--- src/rtl/drt_pkg.sv ---
package drt_pkg;

    typedef enum logic [1:0] {
        FLAG_CLEAR = 2'd0,
        FLAG_SET   = 2'd1,
        FLAG_ARMED = 2'd2
    } flag_state_t;

    typedef enum logic {
        LAT_LIVE = 1'b0,
        LAT_HELD = 1'b1
    } latch_state_t;

    typedef enum logic [1:0] {
        WAVE_HOLD   = 2'b00,
        WAVE_TOGGLE = 2'b01,
        WAVE_LOW    = 2'b10,
        WAVE_HIGH   = 2'b11
    } wave_mode_t;

    localparam int          ADDR_W     = 4;
    localparam logic [3:0]  ADDR_CTRL  = 4'h8;
    localparam logic [3:0]  ADDR_PRESC = 4'h9;

endpackage

--- src/rtl/drt_prescaler.sv ---
module drt_prescaler #(
    parameter int EXP_W = 4
) (
    input  logic             clk,
    input  logic             rst_n,
    input  logic             run,
    input  logic [EXP_W-1:0] exp_sel,
    output logic             tick
);
    localparam int DIV_W = (1 << EXP_W) - 1;

    logic [DIV_W-1:0] pc_q;
    logic [DIV_W-1:0] mask;

    assign mask = ~({DIV_W{1'b1}} << exp_sel);
    assign tick = run && ((pc_q & mask) == mask);

    always_ff @(posedge clk or negedge rst_n) begin
        if (!rst_n)    pc_q <= '0;
        else if (!run) pc_q <= '0;
        else           pc_q <= pc_q + 1'b1;
    end

endmodule

--- src/rtl/drt_channel.sv ---
module drt_channel
    import drt_pkg::*;
#(
    parameter int CNT_W = 16,
    parameter int EXP_W = 4
) (
    input  logic             clk,
    input  logic             rst_n,
    input  logic             run,
    input  logic [EXP_W-1:0] exp_sel,
    input  logic             wr_cnt_lo,
    input  logic             wr_cnt_hi,
    input  logic             wr_rl_lo,
    input  logic             wr_rl_hi,
    input  logic [7:0]       wdata,
    input  logic             rd_ctrl,
    input  logic             rd_cnt_lo,
    input  logic             rd_cnt_hi,
    output logic [CNT_W-1:0] cnt_q,
    output logic [CNT_W-1:0] rl_q,
    output logic [7:0]       lo_view,
    output logic             flag,
    output logic             zero_evt
);
    localparam int HI_W = CNT_W - 8;

    logic         tick;
    flag_state_t  flag_st, flag_nx;
    latch_state_t lat_st, lat_nx;
    logic [7:0]   lat_q;

    drt_prescaler #(.EXP_W(EXP_W)) u_presc (
        .clk     (clk),
        .rst_n   (rst_n),
        .run     (run),
        .exp_sel (exp_sel),
        .tick    (tick)
    );

    assign zero_evt = tick && (cnt_q <= CNT_W'(1));

    // live counter
    always_ff @(posedge clk or negedge rst_n) begin
        if (!rst_n)                 cnt_q <= '1;
        else if (zero_evt)          cnt_q <= rl_q;
        else if (tick)              cnt_q <= cnt_q - 1'b1;
        else if (!run && wr_cnt_lo) cnt_q[7:0] <= wdata;
        else if (!run && wr_cnt_hi) cnt_q[CNT_W-1:8] <= wdata[HI_W-1:0];
    end

    // reload value
    always_ff @(posedge clk or negedge rst_n) begin
        if (!rst_n)        rl_q <= '1;
        else if (wr_rl_lo) rl_q[7:0] <= wdata;
        else if (wr_rl_hi) rl_q[CNT_W-1:8] <= wdata[HI_W-1:0];
    end

    // flag machine: state register
    always_ff @(posedge clk or negedge rst_n) begin
        if (!rst_n) flag_st <= FLAG_CLEAR;
        else        flag_st <= flag_nx;
    end

    // flag machine: next state
    always_comb begin
        flag_nx = flag_st;
        unique case (flag_st)
            FLAG_CLEAR: if (zero_evt)       flag_nx = FLAG_SET;
            FLAG_SET:   if (zero_evt)       flag_nx = FLAG_SET;
                        else if (rd_ctrl)   flag_nx = FLAG_ARMED;
            FLAG_ARMED: if (zero_evt)       flag_nx = FLAG_SET;
                        else if (rd_cnt_lo) flag_nx = FLAG_CLEAR;
            default:                        flag_nx = FLAG_CLEAR;
        endcase
    end

    assign flag = (flag_st != FLAG_CLEAR);

    // read-latch machine
    always_ff @(posedge clk or negedge rst_n) begin
        if (!rst_n) begin
            lat_st <= LAT_LIVE;
            lat_q  <= '0;
        end else begin
            lat_st <= lat_nx;
            if (rd_cnt_hi) lat_q <= cnt_q[7:0];
        end
    end

    always_comb begin
        lat_nx = lat_st;
        unique case (lat_st)
            LAT_LIVE: if (rd_cnt_hi) lat_nx = LAT_HELD;
            LAT_HELD: if (rd_cnt_lo) lat_nx = LAT_LIVE;
            default:                 lat_nx = LAT_LIVE;
        endcase
    end

    assign lo_view = (lat_st == LAT_HELD) ? lat_q : cnt_q[7:0];

    p_dec_r2: assert property (@(posedge clk) disable iff (!rst_n)
        (tick && cnt_q > CNT_W'(1)) |=> cnt_q == $past(cnt_q) - 1'b1);

    p_reload_r3: assert property (@(posedge clk) disable iff (!rst_n)
        zero_evt |=> (cnt_q == $past(rl_q)) && flag);

    p_frozen_r4: assert property (@(posedge clk) disable iff (!rst_n)
        (run && !tick) |=> $stable(cnt_q));

    p_capture_r5: assert property (@(posedge clk) disable iff (!rst_n)
        rd_cnt_hi |=> lo_view == $past(cnt_q[7:0]));

endmodule

--- src/rtl/dual_reload_timer.sv ---
module dual_reload_timer
    import drt_pkg::*;
#(
    parameter int CNT_W = 16,
    parameter int EXP_W = 4
) (
    input  logic              clk,
    input  logic              rst_n,
    input  logic              bus_cs,
    input  logic              bus_wr,
    input  logic              bus_rd,
    input  logic [ADDR_W-1:0] bus_addr,
    input  logic [7:0]        bus_wdata,
    output logic [7:0]        bus_rdata,
    output logic              irq,
    output logic              wave_out
);
    localparam int NUM_CH = 2;

    logic wr_stb, rd_stb;
    assign wr_stb = bus_cs && bus_wr;
    assign rd_stb = bus_cs && bus_rd;

    logic [NUM_CH-1:0]            run_q, ie_q, flag, evt;
    wave_mode_t                   mode_q;
    logic [NUM_CH-1:0][EXP_W-1:0] exp_q;
    logic [NUM_CH-1:0][CNT_W-1:0] cnt_arr, rl_arr;
    logic [NUM_CH-1:0][7:0]       lo_arr;

    // shared control and prescale registers
    always_ff @(posedge clk or negedge rst_n) begin
        if (!rst_n) begin
            run_q  <= '0;
            ie_q   <= '0;
            mode_q <= WAVE_HOLD;
            exp_q  <= '0;
        end else if (wr_stb && bus_addr == ADDR_CTRL) begin
            run_q  <= bus_wdata[1:0];
            ie_q   <= bus_wdata[3:2];
            mode_q <= wave_mode_t'(bus_wdata[5:4]);
        end else if (wr_stb && bus_addr == ADDR_PRESC) begin
            exp_q  <= bus_wdata[NUM_CH*EXP_W-1:0];
        end
    end

    for (genvar c = 0; c < NUM_CH; c++) begin : g_ch
        localparam logic [ADDR_W-1:0] BASE = ADDR_W'(c * 4);
        drt_channel #(.CNT_W(CNT_W), .EXP_W(EXP_W)) u_ch (
            .clk       (clk),
            .rst_n     (rst_n),
            .run       (run_q[c]),
            .exp_sel   (exp_q[c]),
            .wr_cnt_lo (wr_stb && bus_addr == BASE),
            .wr_cnt_hi (wr_stb && bus_addr == BASE + 4'd1),
            .wr_rl_lo  (wr_stb && bus_addr == BASE + 4'd2),
            .wr_rl_hi  (wr_stb && bus_addr == BASE + 4'd3),
            .wdata     (bus_wdata),
            .rd_ctrl   (rd_stb && bus_addr == ADDR_CTRL),
            .rd_cnt_lo (rd_stb && bus_addr == BASE),
            .rd_cnt_hi (rd_stb && bus_addr == BASE + 4'd1),
            .cnt_q     (cnt_arr[c]),
            .rl_q      (rl_arr[c]),
            .lo_view   (lo_arr[c]),
            .flag      (flag[c]),
            .zero_evt  (evt[c])
        );
    end

    // read data
    always_comb begin
        bus_rdata = '0;
        if (!bus_addr[3]) begin
            unique case (bus_addr[1:0])
                2'd0: bus_rdata = lo_arr[bus_addr[2]];
                2'd1: bus_rdata = cnt_arr[bus_addr[2]][CNT_W-1:CNT_W-8];
                2'd2: bus_rdata = rl_arr[bus_addr[2]][7:0];
                2'd3: bus_rdata = rl_arr[bus_addr[2]][CNT_W-1:CNT_W-8];
                default: bus_rdata = '0;
            endcase
        end else if (bus_addr == ADDR_CTRL) begin
            bus_rdata = {flag, mode_q, ie_q, run_q};
        end else if (bus_addr == ADDR_PRESC) begin
            bus_rdata = exp_q;
        end
    end

    // waveform output driven by channel 1 only
    always_ff @(posedge clk or negedge rst_n) begin
        if (!rst_n) begin
            wave_out <= 1'b1;
        end else if (evt[1]) begin
            unique case (mode_q)
                WAVE_HOLD:   wave_out <= wave_out;
                WAVE_TOGGLE: wave_out <= ~wave_out;
                WAVE_LOW:    wave_out <= 1'b0;
                WAVE_HIGH:   wave_out <= 1'b1;
                default:     wave_out <= wave_out;
            endcase
        end
    end

    assign irq = |(flag & ie_q);

    p_wave_low_r8: assert property (@(posedge clk) disable iff (!rst_n)
        (evt[1] && mode_q == WAVE_LOW) |=> !wave_out);

    p_wave_high_r8: assert property (@(posedge clk) disable iff (!rst_n)
        (evt[1] && mode_q == WAVE_HIGH) |=> wave_out);

    p_wave_toggle_r8: assert property (@(posedge clk) disable iff (!rst_n)
        (evt[1] && mode_q == WAVE_TOGGLE) |=> wave_out != $past(wave_out));

    p_wave_quiet_r8: assert property (@(posedge clk) disable iff (!rst_n)
        !evt[1] |=> $stable(wave_out));

endmodule

--- config.mk ---
export PLATFORM = sky130hd
export DESIGN_NAME = dual_reload_timer
export DESIGN_NICKNAME = d
export VERILOG_FILES = /design/src/rtl/drt_pkg.sv /design/src/rtl/drt_prescaler.sv /design/src/rtl/drt_channel.sv /design/src/rtl/dual_reload_timer.sv
export SDC_FILE = /design/constraint.sdc
export NUM_CORES = 1
export LEC_CHECK = 0
export BUFFER_PORTS_ARGS = -buffer_cell sky130_fd_sc_hd__buf_2
export CORE_ASPECT_RATIO = 1.25
export CORE_MARGIN = 8
export CORE_UTILIZATION = 25
export DETAILED_ROUTE_END_ITERATION = 6
export GPL_ROUTABILITY_DRIVEN = 0
export PLACE_DENSITY = 0.38
export SYNTH_ARGS = -nofsm -noshare
export SYNTH_HDL_FRONTEND = slang
export SYNTH_SLANG_ARGS = --single-unit
--- constraint.sdc ---
create_clock -name clk -period 3.7 [get_ports clk]
set_clock_uncertainty 0.1 [all_clocks]
set_input_delay 0.555 -clock clk [delete_from_list [all_inputs] [get_ports clk]]
set_output_delay 0.555 -clock clk [all_outputs]
set_load 0.05 [all_outputs]
==> Word-level counts from Yosys, hierarchy flattened <==
Cells that the tools add are included.
{ "classes": {"n_addsub": 4, "mul": 0, "div": 0, "magnitude_cmp": 3, "n_eq_ne": 29, "n_shift": 2, "n_mux": 42, "bitwise": 12, "n_reduce_logical": 47} }
{ "ops": {"columns": ["operator", "count"], "rows": [
  ["$mux 16", 8],
  ["$mux 8", 13],
  ["$le 16x1->1 const B", 2],
  ["$pmux 8 s4", 1],
  ["$sub 16x1->16 const B", 2],
  ["$add 15x1->15 const B", 2],
  ["$and 15x15->15", 2],
  ["$eq 15x15->1", 2],
  ["$mux 15", 2],
  ["$not 15->15", 2],
  ["$shl 15x4->15 const A", 2],
  ["$logic_and 1x1->1", 25],
  ["$mux 2", 9],
  ["$eq 4x3->1 const B", 4],
  ["$ne 3x1->1 const B", 5],
  ["$eq 2x2->1 const B", 6],
  ["$pmux 2 s3", 2],
  ["$reduce_and 2->1", 6],
  ["$reduce_bool 3->1", 4],
  ["$eq 2x1->1 const B", 4],
  ["$eq 4x2->1 const B", 2],
  ["$eq 4x4->1 const B", 2],
  ["$logic_not 2->1", 4],
  ["$not 1->1", 7],
  ["other kinds (13)", 21]
]} }
{ "word_totals": {"ff_bits": 131, "latch_bits": 0, "ramBits": 0, "rom_bits": 0, "input_bits": 17, "output_inout_bits": 10, "wordCells": 161, "memories": 0} }

==> Logic depth before layout (Yosys ltp) <==
Gate-level depths: netlist of the first run.
{ "depth": {"word_depth": 8, "ltp_mapped": 9, "mapped_depth_nobuf": 7} }

==> By module <==
From an unflattened synthesis of the first run, not the netlist that was laid out.
{ "hier_totals": {"cells_unflattened": 807, "area_unflattened_um2": 8242.9} }
{ "by_module_without_submodules": {"columns": ["module", "n_inst", "cells_per_inst", "area_each_um2", "seq_area_each_um2"], "rows": [
  ["drt_channel", 2, 242, 2433.6, 1116.1],
  ["drt_prescaler", 2, 97, 945.9, 375.4],
  ["dual_reload_timer", 1, 129, 1483.9, 376.6]
]} }

==> Least setup slack after synthesis of the first run <==
OpenSTA, ideal clock, no wires.
{ "synth_timing": {"path_kind": "input-to-output", "startpoint": "in bus_addr[2]", "endpoint": "out bus_rdata[0]", "arrival_time_ps": 3028, "t_required_ps": 3045, "slack_ps": 17, "cell_stages": 6, "path_buffers": 3, "path_cell_list": "clkbuf_1 -> buf_1 -> clkbuf_1 -> mux4_2 -> mux2i_1 -> o21ai_0"} }
{ "synth_via": {"elab_chain_cells": 4, "elab_cells_between_ends": 12, "classes_between": "eq/ne: 2; mux: 10"} }
{ "synth_lines": {"columns": ["element", "line_no", "source"], "rows": [
  ["start, declared", "dual_reload_timer.sv:12", "input logic [ADDR_W-1:0] bus_addr,"],
  ["$mux 16 (not written as such), or another cell as far along (2 in a row)", "dual_reload_timer.sv:77", "2'd3: bus_rdata = rl_arr[bus_addr[2]][CNT_W-1:CNT_W-8];"],
  ["$pmux 8 s4 or $mux 8 (tied branches)", "dual_reload_timer.sv:73, dual_reload_timer.sv:80", null],
  ["$mux 8 *", "dual_reload_timer.sv:72", "if (!bus_addr[3]) begin"],
  ["end, declared", "dual_reload_timer.sv:14", "output logic [7:0] bus_rdata,"]
]} }
Mark *: on every way between the ends. The rest lies on a longest branch, timed or not. The select of a mux whose other input is x is not followed.

==> Final worst setup path of the first run <==
{ "layout_timing": {"startpoint": "reg g_ch[1].u_ch.lat_st", "endpoint": "out bus_rdata[5]"} }
{ "layout_via": {"elab_chain_cells": 5} }
{ "layout_lines": {"columns": ["element", "line_no", "source"], "rows": [
  ["start, declared", "drt_channel.sv:29", "latch_state_t lat_st, lat_nx;"],
  ["start signal, assigned", "drt_channel.sv:85", "lat_st <= lat_nx;"],
  ["$mux 8", "drt_channel.sv:99", "assign lo_view = (lat_st == LAT_HELD) ? lat_q : cnt_q[7:0];"],
  ["$mux 8 (not written as such) (2 in a row)", "dual_reload_timer.sv:74", "2'd0: bus_rdata = lo_arr[bus_addr[2]];"],
  ["$pmux 8 s4", "dual_reload_timer.sv:73", "unique case (bus_addr[1:0])"],
  ["$mux 8", "dual_reload_timer.sv:72", null]
]} }
Every way passes these cells. The select of a mux whose other input is x is not followed.

==> flow_summary.toml, run 1 <==
[final_layout]
nFillCells = 3300
antennaDiodeCount = 0
drive_gt1_share_pct = 30.2
final_common_cell = "dfrtp_1"
syn2layout_area_growth_pct = 16.2
fin_nets = 789
final_cell_mix = "66 x dfrtp_1, 65 x dfstp_2, 62 x mux2_2"
multiInputGateArea_um2 = 4160
register_area_um2 = 3360
fin_util_pct = 29.3

[drt]
drt-pass1-iter-count = 4
drt_wl_total_um = 25000
num_vias = 5838
first_iter_violations = 311
viasPerCell = 4.92
wl_per_cell_um = 21.1
drc = 0
antenna_left = 0

[pwr]
seqPwrFrac_pct = 42.8
switching_share_pct = 32.0
leakage_nw = 3.74
powerDensity_nw_per_um2 = 547
p_int_w = 0.00336
p_sw_w = 0.00158
clkPwrFrac_pct = 36.6
power_frac_comb_pct = 20.6
vdd_drop_max_uv = 235

[floorplan]
die_w_um = 174
start_util_pct = 25.2
die_area_um2 = 37000
coreArea_um2 = 30800
ios = 27
core.rowCount = 72
die_h_um = 213

[placement]
dp_hpwl_um = 18200
port_buffers = 26

[worst_setup_path]
crit_type = "register to output port"
start_kind = "register"
crit_path_max_fanout = 14
worstPathRequired_ns = 3.04
arrival_ns = 2.54
end_kind = "output port"

[yosys]
ys_async_sr_fraction_pct = 100
synth_nets = 762
seq_area_frac_synth_pct = 43.2
synth_ff_type = "dfrtp_1"
ys_warn_count = 0
synthCells = 739
syn-mean-instance-area_um2 = 10.5
synth_cell_types = 64
synth_edf_count = 0
synth_seq_cells = 131
synthesis.area_um2 = 7770

[timing]
drv_slew = 0
grt_setup_unrepaired = "false"
hold_viol_final = 0
relSlewSlack_pct = 35.3
finalCritPeriodShare_pct = 86.3
setup_violations = 0
tns_ns = 0
period_needed_ns = 3.19
fmax_ghz = 0.313
worst_pin_slew_ns = 0.970

[cts]
cts_hold_buf = 0
htree_levels = 4
path_clk_slew_ns = 0.06
cts_root_buf = "clkbuf_16"
cts_sinks = 131
cts_inserted_buffers = 17
insertion_delay_ns = 0.43
cts_max_path_buffers = 2
cts_tree = "done"
cts_setup_buffers = 0
cts-resized-gates = 0

[job]
cap_violations = 0

[grt]
track_usage_pct = 13.8
antenna_found_initial = 1
grt_max_degree = 94
grt-ovfl-total = 0
grt_pass1_wl_um = 38500
grt_pass1_vias = 6099

[worst_hold_path]
hold_path_class = "primary input to asynchronous set/reset pin"

[run_status]
status = "finished, final reports clean"
==> through the flow <==
step | hold WS, ns | cells | total power, W | area, µm² | setup slack, ns
floorplan | 0.159 | 739 | 0.00275 | 7770 | 0.0166
global placement | 0.364 | 1154 | 0.00318 | 8410 | 0.742
detailed placement | 0.372 | 1154 | 0.00318 | 8410 | 0.723
CTS | 0.183 | 1186 | 0.00502 | 9030 | 0.457
global route | 0.194 | 1186 | 0.00519 | 9030 | 0.402
finish | 0.125 | 1186 | 0.00494 | 9030 | 0.506
==> state kept, by name (all words and copies together) (netlist names) <==
register,count
g_ch.u_ch.cnt_q,32
g_ch.u_ch.rl_q,32
g_ch.u_ch.u_presc.pc_q,30
g_ch.u_ch.lat_q,16
exp_q,8
g_ch.u_ch.flag_st,4
g_ch.u_ch.lat_st,2
ie_q,2
mode_q,2
run_q,2
wave_out,1
==> per-layer routing <==
layer / global-route usage [%] / share of wire [%] / wire length, µm
met2: 23.8 / 50 / 12400
met3: 2.53 / 3.5 / 867
met5: 0 / 0.052 / 13
met4: 5.37 / 2.5 / 630
met1: 16.9 / 44 / 11000
==> Yosys cell counts, types with 3 or more instances <==
library cell | number | area [µm²]
nor2b_1 | 8 | 50.1
or3_1 | 8 | 50.1
dfrtp_1 | 66 | 1650
ha_1 | 6 | 75.1
o211ai_1 | 7 | 52.6
nor2_1 | 48 | 180
dfstp_2 | 65 | 1710
inv_1 | 20 | 75.1
buf_1 | 6 | 22.5
a211o_1 | 4 | 35.0
a22oi_1 | 7 | 52.6
nand3_1 | 28 | 140
clkbuf_1 | 29 | 109
mux2i_1 | 60 | 601
nand2_1 | 52 | 195
and3_1 | 8 | 50.1
nor4_1 | 10 | 62.6
a21oi_1 | 19 | 95.1
xor2_1 | 15 | 131
a221o_1 | 7 | 70.1
and2_1 | 27 | 169
o31ai_1 | 4 | 30.0
or2_2 | 5 | 31.3
nand2b_1 | 8 | 50.1
mux4_2 | 16 | 360
a21boi_0 | 3 | 22.5
nor3_1 | 16 | 80.1
o21ai_0 | 48 | 240
nand4b_1 | 3 | 26.3
o21a_1 | 3 | 22.5
xnor2_1 | 26 | 228
nand4_1 | 6 | 37.5
mux2_2 | 62 | 698
==> final timing paths <==
| kind | depth (start not counted) | start | end | slack (ns) |
|---|---|---|---|---|
| worst max-delay path | 5 | g_ch[1].u_ch.lat_st$_DFF_PN0_ | bus_rdata[5] | 0.51 |
| worst min-delay path | 1 | rst_n | g_ch[1].u_ch.u_presc.pc_q[0]$_DFF_PN0_ | 0.12 |
| worst max register to register | 7 | exp_q[1]$_DFFE_PN0P_ | g_ch[0].u_ch.flag_st[1]$_DFFE_PN0P_ | 0.91 |
| worst min register to register | 2 | g_ch[0].u_ch.lat_q[0]$_DFFE_PN0P_ | g_ch[0].u_ch.lat_q[0]$_DFFE_PN0P_ | 0.38 |
| max in group asynchronous | 2 | rst_n | g_ch[0].u_ch.cnt_q[3]$_DFFE_PN1P_ | 2.45 |
| min in group clk | 2 | g_ch[0].u_ch.lat_q[0]$_DFFE_PN0P_ | g_ch[0].u_ch.lat_q[0]$_DFFE_PN0P_ | 0.38 |
==> kinds of logic after synthesis <==
group	Yosys count	share of synthesized area, %
DFF	131	43.2
xor gates and xnor gates	41	4.62
adders and majority gates	7	1.10
buffers and inverters	61	3.25
and+or+nand+nor	236	15.5
AOI/OAI and AO/OA	125	10.9
muxes	138	21.4
==> worst max-delay path: stages, from the launching register on <==
cell and delay (ns):
dfrtp_1 0.68, mux2_2 0.43, mux4_2 0.46, mux2i_1 0.17, o21ai_0 0.13, buf_2 0.24
==> power by group through the flow <==
stage	Clock, W	Sequential [W]	Combinational [W]
after floorplan	0	0.00195	0.000791
after global placement	0	0.00215	0.00104
after detailed placement	0	0.00214	0.00103
after CTS	0.00186	0.00212	0.00104
after global routing	0.00191	0.00216	0.00112
final	0.00181	0.00211	0.00102
==> layout make-up <==
type / instances / share of cell area, %
inverters: 20 / 0.831
clock buffers: 20 / 5.17
multi-input cells: 547 / 46.0
repair buffers: 49 / 3.42
clock inverters: 12 / 1.69
flip-flops and latches: 131 / 37.2
well taps: 407 / 5.64
Power figures use the tool's default switching activity.
==> run 2, diff against run 1 <==
--- a/config.mk
+++ b/config.mk
@@ -11,7 +11,7 @@
 export CORE_UTILIZATION = 25
 export DETAILED_ROUTE_END_ITERATION = 6
 export GPL_ROUTABILITY_DRIVEN = 0
-export PLACE_DENSITY = 0.38
+export PLACE_DENSITY = 0.36
 export SYNTH_ARGS = -nofsm -noshare
 export SYNTH_HDL_FRONTEND = slang
 export SYNTH_SLANG_ARGS = --single-unit
==> flow_summary.toml, run 2 (same netlist as run 1, synthesis figures left out) <==
[pwr]
leakage_nw = 3.70
vdd_drop_max_uv = 224
powerDensity_nw_per_um2 = 550

[worst_setup_path]
crit_type = "register to output port"
crit_cells = 5
critical_path_buf_inv_count = 1
end_kind = "output port"
start_kind = "register"
arrival_ns = 2.54
crit_chain = "mux2_2 > mux4_2 > mux2i_1 > o21ai_0 > buf_2"
slowest_stage = "dfrtp_1"
max_stage_delay_ns = 0.66
path_delay_family = "multiplexers"
ff2ff_path_depth = 7
crit_path_max_fanout = 14
worstPathRequired_ns = 3.04

[job]
cap_violations = 0

[timing]
fmax_ghz = 0.313
setup_violations = 0
grt_setup_unrepaired = "false"
hold_slack_ns = 0.0891
worst_pin_slew_ns = 0.971
finalCritPeriodShare_pct = 86.4
tns_ns = 0
hold_viol_final = 0
relSlewSlack_pct = 35.0
drv_slew = 0
period_needed_ns = 3.20

[drt]
drt-pass1-iter-count = 4
drt_wl_total_um = 25400
first_iter_violations = 355
drc = 0
viasPerCell = 4.97
num_vias = 5862
antenna_left = 0
wl_per_cell_um = 21.5

[final_layout]
multiInputGateArea_um2 = 4160
register_area_um2 = 3360
reg.largest.list = "g_ch.u_ch.cnt_q: 32 flops, g_ch.u_ch.rl_q: 32 flops, g_ch.u_ch.u_presc.pc_q: 30 flops"
fin_nets = 782
nFillCells = 3231
antennaDiodeCount = 0
syn2layout_area_growth_pct = 15.7
final_cell_mix = "66 x dfrtp_1, 65 x dfstp_2, 62 x mux2_2"
drive_gt1_share_pct = 29.4
final_common_cell = "dfrtp_1"

[cts]
cts_sinks = 131
cts_hold_buf = 0
cts_root_buf = "clkbuf_16"
htree_levels = 4
cts_tree = "done"
cts_max_path_buffers = 2
cts_inserted_buffers = 17
insertion_delay_ns = 0.42
cts_setup_buffers = 0
cts-resized-gates = 0
path_clk_slew_ns = 0.06

[floorplan]
die_h_um = 213
coreArea_um2 = 30800
ios = 27
start_util_pct = 25.2
die_area_um2 = 37000
core.rowCount = 72
die_w_um = 174

[grt]
grt_max_degree = 80
grt-ovfl-total = 0
grt_pass1_vias = 6279
track_usage_pct = 14.2
antenna_found_initial = 2
grt_pass1_wl_um = 39600

[worst_hold_path]
hold_path_class = "primary input to asynchronous set/reset pin"

[placement]
dp_hpwl_um = 18600
port_buffers = 26

[run_status]
status = "finished, final reports clean"
==> run 2: changes by cell type in the layout (fill, tap and decap cells not counted), sizes merged <==
cell | previous run | this run
clkbuf | 20 | 21
inv | 21 | 22
buf | 49 | 42
clkinv | 7 | 3
clkinvlp | 1 | 3
==> run 2: path summary, 6_finish.rpt <==
check | from | endpoint | slack (ns)
worst min-delay path | rst_n | g_ch[1].u_ch.u_presc.pc_q[4]$_DFF_PN0_ | 0.09
max in group asynchronous | rst_n | g_ch[1].u_ch.cnt_q[1]$_DFFE_PN1P_ | 2.57
worst min register to register | g_ch[0].u_ch.lat_q[7]$_DFFE_PN0P_ | g_ch[0].u_ch.lat_q[7]$_DFFE_PN0P_ | 0.39
worst max-delay path | g_ch[1].u_ch.lat_st$_DFF_PN0_ | bus_rdata[2] | 0.50
min in group clk | g_ch[0].u_ch.lat_q[7]$_DFFE_PN0P_ | g_ch[0].u_ch.lat_q[7]$_DFFE_PN0P_ | 0.39
worst max register to register | g_ch[1].u_ch.cnt_q[8]$_DFFE_PN1P_ | g_ch[1].u_ch.cnt_q[6]$_DFFE_PN1P_ | 0.87
==> run 2: power by group <==
part	switching (W)	internal (W)	leakage, nW
sequential	0.000360	0.00178	1.56
clock	0.000674	0.00112	0.296
combinational	0.000550	0.000458	1.84
==> run 2: metrics by stage <==
step	cell area, µm²	util, %	instances	power, W	setup WS (ns)
after floorplan	7770	-	739	0.00275	0.0166
after global placement	8370	27.2	1147	0.00318	0.754
after detailed placement	8370	27.2	1147	0.00319	0.697
after CTS	8990	29.2	1179	0.00501	0.432
after global routing	8990	29.2	1179	0.00521	0.353
final	8990	29.2	1179	0.00494	0.503
==> run 2: metal layers <==
layer	wire length, µm	part of all wire, %	GRT usage (%)	up-vias
li1	-	-	-	2729
met1	10700	42	16.7	2963
met2	12900	51	25.0	137
met3	1070	4.2	2.99	31
met4	688	2.7	5.79	2
met5	13	0.051	0	-
==> run 2: final cells by class <==
type | count | share of cell area [%]
repair buffers | 42 | 2.99
well taps | 407 | 5.67
inverters | 20 | 0.835
multi-input cells | 547 | 46.2
clock inverters | 11 | 1.66
clock buffers | 21 | 5.23
flip-flops and latches | 131 | 37.4
==> run 3, diff against run 2 <==
--- a/config.mk
+++ b/config.mk
@@ -8,10 +8,10 @@
 export BUFFER_PORTS_ARGS = -buffer_cell sky130_fd_sc_hd__buf_2
 export CORE_ASPECT_RATIO = 1.25
 export CORE_MARGIN = 8
-export CORE_UTILIZATION = 25
+export CORE_UTILIZATION = 30
 export DETAILED_ROUTE_END_ITERATION = 6
 export GPL_ROUTABILITY_DRIVEN = 0
-export PLACE_DENSITY = 0.36
+export PLACE_DENSITY = 0.41
 export SYNTH_ARGS = -nofsm -noshare
 export SYNTH_HDL_FRONTEND = slang
 export SYNTH_SLANG_ARGS = --single-unit
==> flow_summary.toml, run 3 (same netlist as run 1, synthesis figures left out) <==
[worst_setup_path]
crit_type = "register to output port"
crit_path_max_fanout = 14
worstPathRequired_ns = 3.04
timing.rr.start = "g_ch[0].u_ch.cnt_q[8]$_DFFE_PN1P_"
ff2ff_path_depth = 5
arrival_ns = 2.53
start_kind = "register"
end_kind = "output port"
rrSetupSlack_ns = 1.05
r2r_end = "g_ch[0].u_ch.cnt_q[9]$_DFFE_PN1P_"

[worst_hold_path]
hold_path_class = "primary input to asynchronous set/reset pin"

[grt]
grt_pass1_wl_um = 38500
grt-ovfl-total = 0
grt_pass1_vias = 6112
grt_max_degree = 99
track_usage_pct = 16.3
antenna_found_initial = 1

[drt]
drc = 0
first_iter_violations = 405
drt_wl_total_um = 24900
num_vias = 5931
drt-pass1-iter-count = 5
wl_per_cell_um = 22.4
antenna_left = 0
viasPerCell = 5.32

[timing]
drv_slew = 0
period_needed_ns = 3.18
relSlewSlack_pct = 36.5
fmax_ghz = 0.314
setup_violations = 0
finalCritPeriodShare_pct = 86.0
grt_setup_unrepaired = "false"
hold_viol_final = 0
tns_ns = 0
worst_pin_slew_ns = 0.952

[floorplan]
die_area_um2 = 31300
start_util_pct = 30.2
core.rowCount = 66
die_w_um = 160
ios = 27
die_h_um = 196
coreArea_um2 = 25800

[cts]
cts-resized-gates = 0
cts_max_path_buffers = 2
insertion_delay_ns = 0.42
cts_inserted_buffers = 17
cts_sinks = 131
cts_tree = "done"
cts_root_buf = "clkbuf_16"
cts_setup_buffers = 0
htree_levels = 4
cts_hold_buf = 0
path_clk_slew_ns = 0.06

[job]
cap_violations = 0

[final_layout]
final_cell_mix = "66 x dfrtp_1, 65 x dfstp_2, 62 x mux2_2"
final_common_cell = "dfrtp_1"
nFillCells = 2603
drive_gt1_share_pct = 29.6
reg.largest.list = "g_ch.u_ch.cnt_q: 32 flops, g_ch.u_ch.rl_q: 32 flops, g_ch.u_ch.u_presc.pc_q: 30 flops"
syn2layout_area_growth_pct = 14.3
fin_nets = 783

[placement]
dp_hpwl_um = 18100
port_buffers = 26

[pwr]
leakage_nw = 3.68
vdd_drop_max_uv = 252
power.total_w = 0.00487
powerDensity_nw_per_um2 = 549

[run_status]
status = "finished, final reports clean"
==> run 3: cell type report <==
class	instances	area (µm²)	area share, %
diodes	1	2.50	0.0282
well taps	340	425	4.79
clock inverters	12	130	1.47
repair buffers	43	264	2.97
clock buffers	20	467	5.26
inverters	20	75.1	0.845
flip-flops and latches	131	3360	37.8
multi-input cells	547	4160	46.8
==> run 3: where the power goes <==
part,internal (W),switching (W),leakage (nW)
Sequential,0.00178,0.000357,1.56
Combinational,0.000460,0.000562,1.84
Clock,0.00104,0.000670,0.280
Total,0.00329,0.00159,3.68
==> run 3: per-stage QoR <==
| stage | area [µm²] | utilization (%) | hold slack [ns] | cells | setup WS (ns) |
|---|---|---|---|---|---|
| 6_report | 8880 | 34.5 | 0.160 | 1114 | 0.519 |
| 5_1_grt | 8880 | 34.5 | 0.224 | 1114 | 0.416 |
| 4_1_cts | 8880 | 34.5 | 0.191 | 1113 | 0.491 |
| 3_5_place_dp | 8280 | 32.1 | 0.370 | 1081 | 0.819 |
| 3_3_place_gp | 8280 | 32.1 | 0.365 | 1081 | 0.879 |
| 2_1_floorplan | 7770 | - | 0.159 | 739 | 0.0166 |
==> run 3: worst max-delay path, cell delays in order (launching register included) <==
cell and delay, ns:
dfrtp_1 0.62, mux2_2 0.44, mux4_2 0.48, mux2i_1 0.19, o21ai_0 0.13, buf_2 0.23
==> run 3: how the worst max path moves through the flow <==
stage	cells after the start	startpoint	end	slack, ns
CTS	5	g_ch[1].u_ch.lat_st$_DFF_PN0_	bus_rdata[2]	0.49
global placement	5	bus_addr[2]	bus_rdata[0]	0.88
finish	5	g_ch[1].u_ch.lat_st$_DFF_PN0_	bus_rdata[2]	0.52
detailed placement	5	bus_addr[2]	bus_rdata[2]	0.82
global route	5	g_ch[1].u_ch.lat_st$_DFF_PN0_	bus_rdata[2]	0.42
floorplan	6	bus_addr[2]	bus_rdata[0]	0.02
==> run 3: per-layer routing <==
metal | up-vias | routed length (µm) | part of all wire (%) | GRT usage [%]
met5 | - | 0 | 0 | 0
met4 | 0 | 1020 | 4.1 | 8.29
met3 | 40 | 1140 | 4.6 | 4.05
met2 | 153 | 12000 | 48 | 26.4
met1 | 3011 | 10800 | 43 | 19.8
li1 | 2727 | - | - | -
